==> config.mk <==
export PLATFORM = sky130hd
export DESIGN_NAME = evr_fabric
export DESIGN_NICKNAME = d
export VERILOG_FILES = /design/src/rtl/evr_pkg.sv /design/src/rtl/evr_cfg_regs.sv /design/src/rtl/evr_chan_slice.sv /design/src/rtl/evr_user_stage.sv /design/src/rtl/evr_fabric.sv
export SDC_FILE = /design/constraint.sdc
export NUM_CORES = 1
export LEC_CHECK = 0
export BUFFER_PORTS_ARGS = -buffer_cell sky130_fd_sc_hd__buf_2
export CELL_PAD_IN_SITES_DETAIL_PLACEMENT = 0
export CELL_PAD_IN_SITES_GLOBAL_PLACEMENT = 1
export CORE_UTILIZATION = 42
export CTS_CLUSTER_DIAMETER = 120
export DETAILED_ROUTE_END_ITERATION = 16
export GPL_ROUTABILITY_DRIVEN = 1
export GPL_TIMING_DRIVEN = 0
export PLACE_DENSITY_LB_ADDON = 0.1
export SLEW_MARGIN = 30
export SYNTH_ARGS = -nofsm -noshare
export SYNTH_HDL_FRONTEND = slang
export SYNTH_SLANG_ARGS = --single-unit
==> constraint.sdc <==
create_clock -name clk -period 1.7 [get_ports clk]
set_input_delay 0.34 -clock clk [delete_from_list [all_inputs] [get_ports clk]]
set_output_delay 0.34 -clock clk [all_outputs]
set_load 0.01 [all_outputs]
==> src/rtl/evr_pkg.sv <==
package evr_pkg;
  typedef enum logic {
    TGT_CHAN = 1'b0,
    TGT_USER = 1'b1
  } cfg_tgt_e;

  function automatic int max2(input int a, input int b);
    return (a > b) ? a : b;
  endfunction
endpackage

==> src/rtl/evr_cfg_regs.sv <==
module evr_cfg_regs #(
  parameter int NUM_CH  = 8,
  parameter int NUM_GEN = 16,
  parameter int NUM_USR = 8,
  parameter int IDXW    = 3,
  parameter int CVW     = 5,
  localparam int GSW    = $clog2(NUM_GEN + 1),
  localparam int USW    = $clog2(NUM_CH + 1)
) (
  input  logic                             clk,
  input  logic                             rst_n,
  input  logic                             cfg_we,
  input  logic                             cfg_user,
  input  logic [IDXW-1:0]                  cfg_idx,
  input  logic [CVW-1:0]                   cfg_val,
  output logic [NUM_CH-1:0][GSW-1:0]       gen_sel,
  output logic [NUM_USR-1:0][USW-1:0]      usr_sel,
  output logic [NUM_CH-1:0]                ch_clr
);
  import evr_pkg::*;

  cfg_tgt_e tgt;
  logic     hit_ch;
  logic     hit_usr;

  assign tgt     = cfg_tgt_e'(cfg_user);
  assign hit_ch  = cfg_we && (tgt == TGT_CHAN) && (int'(cfg_idx) < NUM_CH);
  assign hit_usr = cfg_we && (tgt == TGT_USER) && (int'(cfg_idx) < NUM_USR);

  always_ff @(posedge clk) begin
    if (!rst_n) begin
      gen_sel <= '0;
      usr_sel <= '0;
    end else begin
      if (hit_ch)  gen_sel[cfg_idx] <= cfg_val[GSW-1:0];
      if (hit_usr) usr_sel[cfg_idx] <= cfg_val[USW-1:0];
    end
  end

  // A generator-code write also clears that channel's sticky overrun.
  always_comb begin
    ch_clr = '0;
    if (hit_ch) ch_clr[cfg_idx] = 1'b1;
  end
endmodule

==> src/rtl/evr_chan_slice.sv <==
module evr_chan_slice #(
  parameter int NUM_GEN = 16,
  localparam int GSW    = $clog2(NUM_GEN + 1)
) (
  input  logic               clk,
  input  logic               rst_n,
  input  logic [GSW-1:0]     src_sel,
  input  logic [NUM_GEN-1:0] gen_in,
  input  logic               clr_ovr,
  output logic               hit_q,
  output logic               ovr_q
);
  logic hit_d;

  // Codes 1..NUM_GEN pick a line; 0 and anything above never match.
  always_comb begin
    hit_d = 1'b0;
    for (int g = 0; g < NUM_GEN; g++) begin
      if (src_sel == GSW'(g + 1)) hit_d = gen_in[g];
    end
  end

  // Stage 1 of the event pipeline, plus the overrun detector.
  always_ff @(posedge clk) begin
    if (!rst_n) begin
      hit_q <= 1'b0;
      ovr_q <= 1'b0;
    end else begin
      hit_q <= hit_d;
      ovr_q <= (ovr_q & ~clr_ovr) | (hit_d & hit_q);
    end
  end
endmodule

==> src/rtl/evr_user_stage.sv <==
module evr_user_stage #(
  parameter int NUM_CH  = 8,
  parameter int NUM_USR = 8,
  localparam int USW    = $clog2(NUM_CH + 1)
) (
  input  logic                        clk,
  input  logic                        rst_n,
  input  logic [NUM_CH-1:0]           ch_hit,
  input  logic [NUM_USR-1:0][USW-1:0] usr_sel,
  output logic [NUM_USR-1:0]          usr_evt
);
  // Snapshot of the subscriptions taken on the capture edge, so an
  // event leaving stage 1 uses the routing seen when it entered.
  logic [NUM_USR-1:0][USW-1:0] sel_snap;

  always_ff @(posedge clk) begin
    if (!rst_n) sel_snap <= '0;
    else        sel_snap <= usr_sel;
  end

  for (genvar u = 0; u < NUM_USR; u++) begin : g_usr
    logic pick;
    always_comb begin
      pick = 1'b0;
      for (int c = 0; c < NUM_CH; c++) begin
        if (sel_snap[u] == USW'(c + 1)) pick = ch_hit[c];
      end
    end
    always_ff @(posedge clk) begin
      if (!rst_n) usr_evt[u] <= 1'b0;
      else        usr_evt[u] <= pick;
    end
  end
endmodule

==> src/rtl/evr_fabric.sv <==
module evr_fabric #(
  parameter int NUM_CH  = 8,
  parameter int NUM_GEN = 16,
  parameter int NUM_USR = 8,
  localparam int GSW    = $clog2(NUM_GEN + 1),
  localparam int USW    = $clog2(NUM_CH + 1),
  localparam int IDXW   = $clog2(evr_pkg::max2(NUM_CH, NUM_USR)),
  localparam int CVW    = evr_pkg::max2(GSW, USW)
) (
  input  logic               clk,
  input  logic               rst_n,
  input  logic               cfg_we,
  input  logic               cfg_user,
  input  logic [IDXW-1:0]    cfg_idx,
  input  logic [CVW-1:0]     cfg_val,
  input  logic [NUM_GEN-1:0] gen_in,
  output logic [NUM_USR-1:0] usr_evt,
  output logic [NUM_CH-1:0]  ch_busy,
  output logic [NUM_CH-1:0]  ch_overrun
);
  logic [NUM_CH-1:0][GSW-1:0]  gen_sel;
  logic [NUM_USR-1:0][USW-1:0] usr_sel;
  logic [NUM_CH-1:0]           ch_clr;
  logic [NUM_CH-1:0]           ch_hit;

  evr_cfg_regs #(
    .NUM_CH(NUM_CH), .NUM_GEN(NUM_GEN), .NUM_USR(NUM_USR),
    .IDXW(IDXW), .CVW(CVW)
  ) u_cfg (
    .clk(clk), .rst_n(rst_n), .cfg_we(cfg_we), .cfg_user(cfg_user),
    .cfg_idx(cfg_idx), .cfg_val(cfg_val),
    .gen_sel(gen_sel), .usr_sel(usr_sel), .ch_clr(ch_clr)
  );

  for (genvar c = 0; c < NUM_CH; c++) begin : g_ch
    evr_chan_slice #(.NUM_GEN(NUM_GEN)) u_slice (
      .clk(clk), .rst_n(rst_n), .src_sel(gen_sel[c]), .gen_in(gen_in),
      .clr_ovr(ch_clr[c]), .hit_q(ch_hit[c]), .ovr_q(ch_overrun[c])
    );
  end

  evr_user_stage #(.NUM_CH(NUM_CH), .NUM_USR(NUM_USR)) u_usr (
    .clk(clk), .rst_n(rst_n), .ch_hit(ch_hit), .usr_sel(usr_sel),
    .usr_evt(usr_evt)
  );

  assign ch_busy = ch_hit;
endmodule

Word level (Yosys, flattened, before mapping)
Cells that the tools add are included.
W data, S select, Z words.
{"block": "totals", "elab_cells": 479, "out_inout_bits": 24, "in_bits": 28, "mem_bits_rw": 0, "regBits": 128, "latchBits": 0, "romBits": 0, "n_memories": 0}
{"block": "op_classes", "order_cmp": 2, "n_eq_ne": 192, "n_mul": 0, "div_mod_pow": 0, "mux": 201, "reduce_logical": 3, "addsub": 0, "shifts": 0, "n_bitwise": 33}
{"operator": "$eq A5 B4 Y1 const B", "count": 64}
{"operator": "$mux W1", "count": 193}
{"operator": "$eq A5 B3 Y1 const B", "count": 32}
{"operator": "$eq A4 B3 Y1 const B", "count": 32}
{"operator": "$eq A5 B2 Y1 const B", "count": 16}
{"operator": "$eq A4 B2 Y1 const B", "count": 16}
{"operator": "$bwmux W40", "count": 1}
{"operator": "$eq A5 B1 Y1 const B", "count": 8}
{"operator": "$eq A5 B5 Y1 const B", "count": 8}
{"operator": "$bwmux W32", "count": 1}
{"operator": "$eq A4 B1 Y1 const B", "count": 8}
{"operator": "$eq A4 B4 Y1 const B", "count": 8}
{"operator": "$and A1 B1 Y1", "count": 16}
{"operator": "$demux W5 S3", "count": 1}
{"operator": "$demux W4 S3", "count": 1}
{"operator": "$not A1 Y1", "count": 9}
{"operator": "$mux W8", "count": 1}
{"operator": "$or A1 B1 Y1", "count": 8}
{"operator": "$mux W5", "count": 1}
{"operator": "$lt A3 B4 Y1 const B", "count": 1}
{"operator": "$mux W4", "count": 1}
{"operator": "$demux W1 S3", "count": 1}
{"operator": "$ge A3 B1 Y1 const B", "count": 1}
{"operator": "$logic_and A1 B1 Y1", "count": 3}

Longest topological paths before layout
Gate-level depths: netlist of the first run.
{"block": "depth", "ltp_word": 19, "depth_mapped": 7}

Cells and area by module
A second synthesis of the first run with hierarchy kept.
{"block": "hier_totals", "hier_cells": 723, "area_unflattened_um2": 6867.8}
{"module": "evr_cfg_regs", "instances": 1, "seq_area_each_um2": 1441.4, "area_per_inst_um2": 2666.3, "cells_each": 266}
{"module": "evr_chan_slice", "instances": 8, "seq_area_each_um2": 40.0, "area_per_inst_um2": 306.5, "cells_each": 39}
{"module": "evr_user_stage", "instances": 1, "seq_area_each_um2": 800.8, "area_per_inst_um2": 1749.2, "cells_each": 145}

Worst setup path before layout of the first run
No wires, ideal clock.
{"block": "synth_path", "path_kind": "reg2reg", "start": "reg u_cfg.gen_sel[26] in the netlist's numbering", "end": "reg g_ch[5].u_slice.ovr_q", "setup_slack_ns": -0.125, "arrival_ns": 1.708, "required_ns": 1.583, "period_less_slack_ns": 1.825, "stages_incl_launch_ff": 7, "path_cell_list": "dfxtp_1 > clkbuf_1 > mux4_2 > a211oi_1 > a31oi_1 > and4bb_1 > a22o_1"}
{"block": "synth_between", "elab_chain_cells": 19, "word_cells_on_any_way": 34}
{"element": "from (decl)", "line_no": "evr_cfg_regs.sv:16", "source": "output logic [NUM_CH-1:0][GSW-1:0] gen_sel,"}
{"element": "from (signal, indexed assignment)", "line_no": "evr_cfg_regs.sv:35", "source": "if (hit_ch) gen_sel[cfg_idx] <= cfg_val[GSW-1:0];"}
{"element": "$eq A5 B1 Y1", "line_no": "evr_chan_slice.sv:19", "source": "if (src_sel == GSW'(g + 1)) hit_d = gen_in[g];"}
{"element": "$mux W1 (15 in a row)", "line_no": "evr_chan_slice.sv:19"}
{"element": "$mux W1 (*)", "line_no": "evr_chan_slice.sv:19"}
{"element": "$and A1 B1 Y1 (*)", "line_no": "evr_chan_slice.sv:30", "source": "ovr_q <= (ovr_q & ~clr_ovr) | (hit_d & hit_q);"}
{"element": "$or A1 B1 Y1 (*)", "line_no": "evr_chan_slice.sv:30"}
{"element": "to (signal assigned)", "line_no": "evr_chan_slice.sv:30"}
{"element": "to (decl)", "line_no": "evr_chan_slice.sv:11", "source": "output logic ovr_q"}
Mark *: on every way between the ends. The rest lies on a longest branch, timed or not.
A chain may end at the register's enable or synchronous reset.

Worst setup path in the final report of the first run
{"block": "layout_path", "start": "reg u_cfg.gen_sel[10] in the netlist's numbering", "end": "reg g_ch[2].u_slice.ovr_q"}
{"block": "layout_between", "elab_chain_cells": 19, "word_cells_on_any_way": 34}
{"element": "$eq A5 B1 Y1", "line_no": "evr_chan_slice.sv:19"}
{"element": "$mux W1 (15 in a row)", "line_no": "evr_chan_slice.sv:19"}
{"element": "$mux W1 (*)", "line_no": "evr_chan_slice.sv:19"}
{"element": "$and A1 B1 Y1 (*)", "line_no": "evr_chan_slice.sv:30"}
{"element": "$or A1 B1 Y1 (*)", "line_no": "evr_chan_slice.sv:30"}
{"element": "to (signal assigned)", "line_no": "evr_chan_slice.sv:30"}
{"element": "to (decl)", "line_no": "evr_chan_slice.sv:11"}
Marks and branches as above.

==> results.toml, run 1 <==
[clock_network]
tritoncts = "built"
cts.clk_slew.worst_paths_ns = 0.05
cts_max_path_buffers = 2
cts_hold_buf = 0
clock-sinks = 128
clk_latency_ns = 0.42
root_buffer = "clkbuf_16"
cts_buffers = 17
htree_levels = 4

[hold_path]
min_path_cells = 3
worstHoldPathType = "input pin to flip-flop"
worstHoldStart = "cfg_val[3]"
holdPathEnd = "u_cfg.gen_sel[28]$_SDFFE_PN0P_"

[layout]
utilization = 0.517
antennaDiodeCount = 0
layout.nets = 833
fillCellCount = 1472
area_delta_synth_final_pct = 20.7
drive_above_1_share = 0.230
instances_no_fill = 1032

[yosys]
yosysSeqAreaShare = 0.378
synth.area.top_cells = "dfxtp_1 (38%), mux2i_1 (12%), nor2b_1 (6.6%)"
synth.top_cells.by_count = "dfxtp_1 (128), mux2i_1 (83), nor2b_1 (71)"
synth-seq-cells = 128
synth_top_area_share = 0.378
synthDistinctLibCells = 68
ys.flop_type = "dfxtp_1"
synthCells = 737
synth_edf_count = 0
async_reset_ff_frac = 0
syn_area_sq_um = 6780
synth_nets = 765
yosys.area.top_type = "dfxtp_1"
avgSynthCellArea_sq_um = 9.20
ys_warn_count = 0
yosysMostFrequentCell = "dfxtp_1"

[global_routing]
grt_usage = 0.262
grt_overflow_total = 0
grt_start_max_net_pins = 17
grt_pass1_vias = 5473
grt_pass1_wl_mm = 31.8
antenna_found_initial = 0

[place]
dp_cells = 999
pre_cts_ws_ns = -0.567
dp_hpwl_mm = 14.1
place_congestion = 0.841
numPortBuffers = 46

[timing]
setup_viol = 3
fin_crit_sh = 1.09
final_hold_viol_count = 0
setup_tns_ns = -0.222
rsz0062_at_grt = "yes"
timing.final.ws_setup_ns = -0.150
finalMaxSlewViolations = 0
fin_crit_ns = 1.85
worst_pin_slew_ns = 0.864
max_slew_margin = 0.422
finClkSkew_ns = 0.00499
clock.fmax_mhz = 541

[floorplanning]
num_rows = 46
floorplan.die_area_sq_um = 16700
die_x_microns = 129
die_h_microns = 129
io_pins = 52
start_util = 0.428
core-area_sq_um = 15800

[power]
leakagePower_nw = 3.00
seqPwrFrac = 0.421
p_sw_w = 0.00163
combPwrFrac = 0.072
clkPwrFrac = 0.507
p_per_area_nw_per_um2 = 892
p_int_w = 0.00566
irDropWorstVdd_mv = 0.924
swShare = 0.224

[worst_setup_path]
worstSetupPathType = "flip-flop to flip-flop"
critPathMaxFanout = 3
rr_startpoint = "u_cfg.gen_sel[10]$_SDFFE_PN0P_"
r2r_slack_ns = -0.15
max_stage_delay_ns = 0.52
worst_setup_path_end_kind = "flip-flop"
crit_buf_inv = 0
startpoint_type = "flip-flop"
worstRegToRegCells = 5
critPathTopFamily = "compound AO/OA/AOI/OAI gates"
r2r-end = "g_ch[2].u_slice.ovr_q$_SDFF_PN0_"
crit_slowest_cell = "mux4_2"
cp.required_ns = 2.01
path_cells = "mux4_2 > a221oi_2 > a21oi_1 > o311a_1 > a32o_1"
worstSetupStartpoint = "u_cfg.gen_sel[10]$_SDFFE_PN0P_"
cp.arrival_ns = 2.16

[routing]
routedWlPerCell_microns = 20.3
drt_iter0_markers = 487
postRouteAntennaNets = 0
first_pass_iters = 5
route.vias.total = 5880
vias_per_cell = 5.70
route.detailed.drc = 0
drt_wl_total_mm = 21.0

[flow_run]
maxCapViolCount = 0

[status]
status = "complete, but fails checks"
violations = "setup timing"
==> worst max path at each step <==
stage | endpoint | slack (ns) | cells past startpoint
2_1_floorplan | g_ch[2].u_slice.ovr_q$_SDFF_PN0_ | -0.05 | 5
4_1_cts | g_ch[2].u_slice.ovr_q$_SDFF_PN0_ | -0.16 | 5
3_5_place_dp | g_ch[6].u_slice.ovr_q$_SDFF_PN0_ | -0.57 | 8
3_3_place_gp | g_ch[6].u_slice.ovr_q$_SDFF_PN0_ | -0.55 | 8
5_1_grt | g_ch[2].u_slice.ovr_q$_SDFF_PN0_ | -0.23 | 5
6_report | g_ch[2].u_slice.ovr_q$_SDFF_PN0_ | -0.15 | 5
==> cell usage in the layout, fill, tap and decap left out, drive strengths merged, types with 4 or more instances in the layout <==
master,instances
dfxtp,128
buf,85
mux2i,83
nor2b,71
clkbuf,58
and2,40
a21oi,40
nand2,39
o21ai,30
nor2,26
nand2b,17
mux4,15
a211oi,15
nand3b,14
inv,14
nand3,11
nor4b,11
a31oi,10
a21boi,9
nor3,7
or3,6
o31ai,6
nor4,6
and3,5
mux2,4
o221ai,4
==> registers in the layout, summed over array words and instances (netlist names) <==
| name | flops |
|---|---|
| g_ch.u_slice.hit_q | 8 |
| u_usr.sel_snap | 32 |
| u_usr.usr_evt | 8 |
| g_ch.u_slice.ovr_q | 8 |
| u_cfg.gen_sel | 40 |
| u_cfg.usr_sel | 32 |
==> cells by family after synthesis <==
kind of cell | Yosys count | synth area share
flip-flops | 128 | 0.378
AND/OR/NAND/NOR | 271 | 0.236
multiplexers | 102 | 0.180
buffers and inverters | 84 | 0.0589
AO/OA/AOI/OAI | 152 | 0.148
==> power by group through the flow <==
| stage | combinational (W) | sequential [W] | clock [W] |
|---|---|---|---|
| 2_1_floorplan | 0.000286 | 0.00312 | 0 |
| 4_1_cts | 0.000516 | 0.00307 | 0.00375 |
| 3_5_place_dp | 0.000503 | 0.00313 | 0 |
| 3_3_place_gp | 0.000498 | 0.00313 | 0 |
| 6_report | 0.000526 | 0.00307 | 0.00370 |
| 5_1_grt | 0.000562 | 0.00307 | 0.00392 |
==> layer usage <==
layer / part of all wire / GRT usage / up-vias
met5: 0 / 0 / -
met4: 0.025 / 0.0997 / 0
met3: 0.041 / 0.0462 / 45
met2: 0.46 / 0.415 / 167
met1: 0.47 / 0.355 / 2878
li1: - / - / 2790
==> metrics by stage <==
stage | area [sq um] | total power, W | hold slack, ns
floorplan | 6800 | 0.00341 | 0.423
global placement | 7300 | 0.00363 | 0.436
detailed placement | 7300 | 0.00364 | 0.437
CTS | 8070 | 0.00733 | 0.323
global route | 8180 | 0.00756 | 0.331
finish | 8180 | 0.00730 | 0.340
==> worst register-to-register path: stages (launching register included) <==
cell and delay [ns]:
dfxtp_2 0.35, mux4_2 0.52, a221oi_2 0.24, a21oi_1 0.07, o311a_1 0.37, a32o_1 0.20
==> repair_timing <==
item	4_1_cts	5_1_grt
buffers inserted	7	1
pin swaps	14	14
setup endpoints to repair	22	23
hold endpoints to repair	0	0
resized for setup	54	45
==> layout make-up <==
cell class / instances / area [sq um] / area share
well taps: 216 / 270 / 0.0330
clock inverters: 6 / 105 / 0.0129
plain buffers: 65 / 409 / 0.0500
multi-input cells: 525 / 3960 / 0.484
repair buffers: 54 / 290 / 0.0355
flip-flops and latches: 128 / 2600 / 0.318
clock buffers: 24 / 492 / 0.0601
inverters: 14 / 52.6 / 0.00643
(Power assumes the default switching activity.)
==> run 2, diff against run 1 <==
- CORE_ASPECT_RATIO: default -> 0.5
==> run 2 against run 1 <==
Net effect:
- critical path type unchanged
- final cell count down 0.97%
- count of clock-buffer cells in the layout decreased by 4
- clock power grew 5.9%
- core utilization increased by 1.2 points
- non-clock buffer count decreased by 1
- the run still ends with setup timing left
- critical path depth did not move
- worst hold slack worse by 0.0039 ns
- first-iteration DRC count is 34% lower
- combinational power about the same
==> results.toml, run 2 (synthesis results as in run 1) <==
[layout]
drive_above_1_share = 0.239
final_cell_mix = "dfxtp_1 (103), mux2i_1 (83), nor2b_1 (70)"
regMostFlops = "u_cfg.gen_sel"
final_common_cell = "dfxtp_1"
top_regs = "u_cfg.gen_sel (40), u_cfg.usr_sel (32), u_usr.sel_snap (32)"
layout.nets = 832
instances_no_fill = 1022
utilization = 0.528
finalInstanceArea_sq_um = 8230
area_delta_synth_final_pct = 21.4
largest_reg_flops = 40

[worst_setup_path]
critPathTopFamily = "compound AO/OA/AOI/OAI gates"
cp.arrival_ns = 2.16
r2r_slack_ns = -0.16
worst_setup_path_end_kind = "flip-flop"
crit_slowest_cell = "mux4_2"
startpoint_type = "flip-flop"
path_cells = "mux4_2 > a221oi_2 > a21oi_1 > o311a_1 > a32o_1"
crit_buf_inv = 0
critPathMaxFanout = 3
max_stage_delay_ns = 0.50
worstSetupPathType = "flip-flop to flip-flop"
cp.required_ns = 2.00

[hold_path]
worstHoldPathType = "input pin to flip-flop"

[timing]
finClkSkew_ns = 0.00942
finalMaxSlewViolations = 0
setup_viol = 4
worst_pin_slew_ns = 0.936
max_slew_margin = 0.376
fin_crit_ns = 1.86
clock.fmax_mhz = 538
timing.final.ws_setup_ns = -0.159
fin_crit_sh = 1.09
final_hold_viol_count = 0
rsz0062_at_grt = "yes"

[power]
leakagePower_nw = 3.01
seqPwrFrac = 0.408
p_total_w = 0.00751
clkPwrFrac = 0.522
p_per_area_nw_per_um2 = 912
irDropWorstVdd_mv = 0.593
swShare = 0.233
p_sw_w = 0.00175
combPwrFrac = 0.070
p_int_w = 0.00576

[clock_network]
cts_hold_buf = 0
cts_buffers = 17
clk_latency_ns = 0.42
cts.clk_slew.worst_paths_ns = 0.06
htree_levels = 4
root_buffer = "clkbuf_16"
tritoncts = "built"
clock-sinks = 128
cts_max_path_buffers = 2

[routing]
route.vias.total = 5777
vias_per_cell = 5.65
wl_met2_mm = 9.13
first_pass_iters = 4
drt_iter0_markers = 319
route.detailed.drc = 0
drt_wl_total_mm = 20.2
routedWlPerCell_microns = 19.8
postRouteAntennaNets = 0
routed.top_layer = "met4"
wl_met3_microns = 877
wl_met1_mm = 9.94

[floorplanning]
die_h_microns = 91.8
core-area_sq_um = 15600
floorplan.die_area_sq_um = 16700
start_util = 0.435
die_x_microns = 182
num_rows = 32
io_pins = 52

[place]
placed_area_sq_um = 7280
numPortBuffers = 46
place_congestion = 0.825
dp_cells = 987
dp_hpwl_mm = 13.3

[global_routing]
grt_pass1_vias = 5477
grt_pass1_wl_mm = 31.4
grt_usage = 0.251
grt_overflow_total = 0
antenna_found_initial = 0
grt_start_max_net_pins = 17

[status]
violations = "setup timing"
status = "complete, but fails checks"

[flow_run]
maxCapViolCount = 0
-- run 2: power groups by stage --
stage,Clock [W],Combinational [W],Sequential [W]
2_1_floorplan,0,0.000286,0.00312
3_3_place_gp,0,0.000497,0.00313
3_5_place_dp,0,0.000500,0.00313
4_1_cts,0.00396,0.000514,0.00307
5_1_grt,0.00410,0.000563,0.00307
6_report,0.00392,0.000526,0.00307
-- run 2: final cells by class --
type | count | area, sq um
antenna | 1 | 2.50
buffer | 64 | 400
clock buffer | 20 | 457
clock inverter | 12 | 181
fill | 1454 | 7350
inverter | 14 | 52.6
multi-input combinational | 525 | 3980
sequential | 128 | 2610
tap | 204 | 255
timing repair buffer | 54 | 294
-- run 2: path summary, 6_finish.rpt --
path,startpoint,end,cells after the start
max,u_cfg.gen_sel[10]$_SDFFE_PN0P_,g_ch[2].u_slice.ovr_q$_SDFF_PN0_,5
min,cfg_val[3],u_cfg.gen_sel[33]$_SDFFE_PN0P_,3
min reg2reg,u_cfg.usr_sel[29]$_SDFFE_PN0P_,u_usr.sel_snap[29]$_SDFF_PN0_,1
max reg2reg,u_cfg.gen_sel[10]$_SDFFE_PN0P_,g_ch[2].u_slice.ovr_q$_SDFF_PN0_,5
-- run 2: metal layers --
layer	up-vias	GRT usage
met3	25	0.0445
met1	2795	0.352
met4	0	0.0699
met5	-	0
li1	2797	-
met2	160	0.397
-- run 2: metrics by stage --
stage	setup TNS [ns]	setup slack, ns	hold WS (ns)
global route	-0.541	-0.230	0.345
floorplan	-0.0570	-0.0452	0.423
finish	-0.288	-0.159	0.337
global placement	-13.41	-0.551	0.430
CTS	-0.361	-0.155	0.333
detailed placement	-13.33	-0.566	0.437
-- run 2: tightest hold or removal path, cell delays in order --
cell	delay (ns)
buf_2	0.17
mux2i_1	0.15
nor2b_1	0.06
-- run 2: repair_timing --
| action | CTS | global route |
|---|---|---|
| buffers inserted | 5 | 3 |
| setup endpoints to repair | 18 | 18 |
| pin swaps | 14 | 15 |
| gates resized for setup | 54 | 53 |
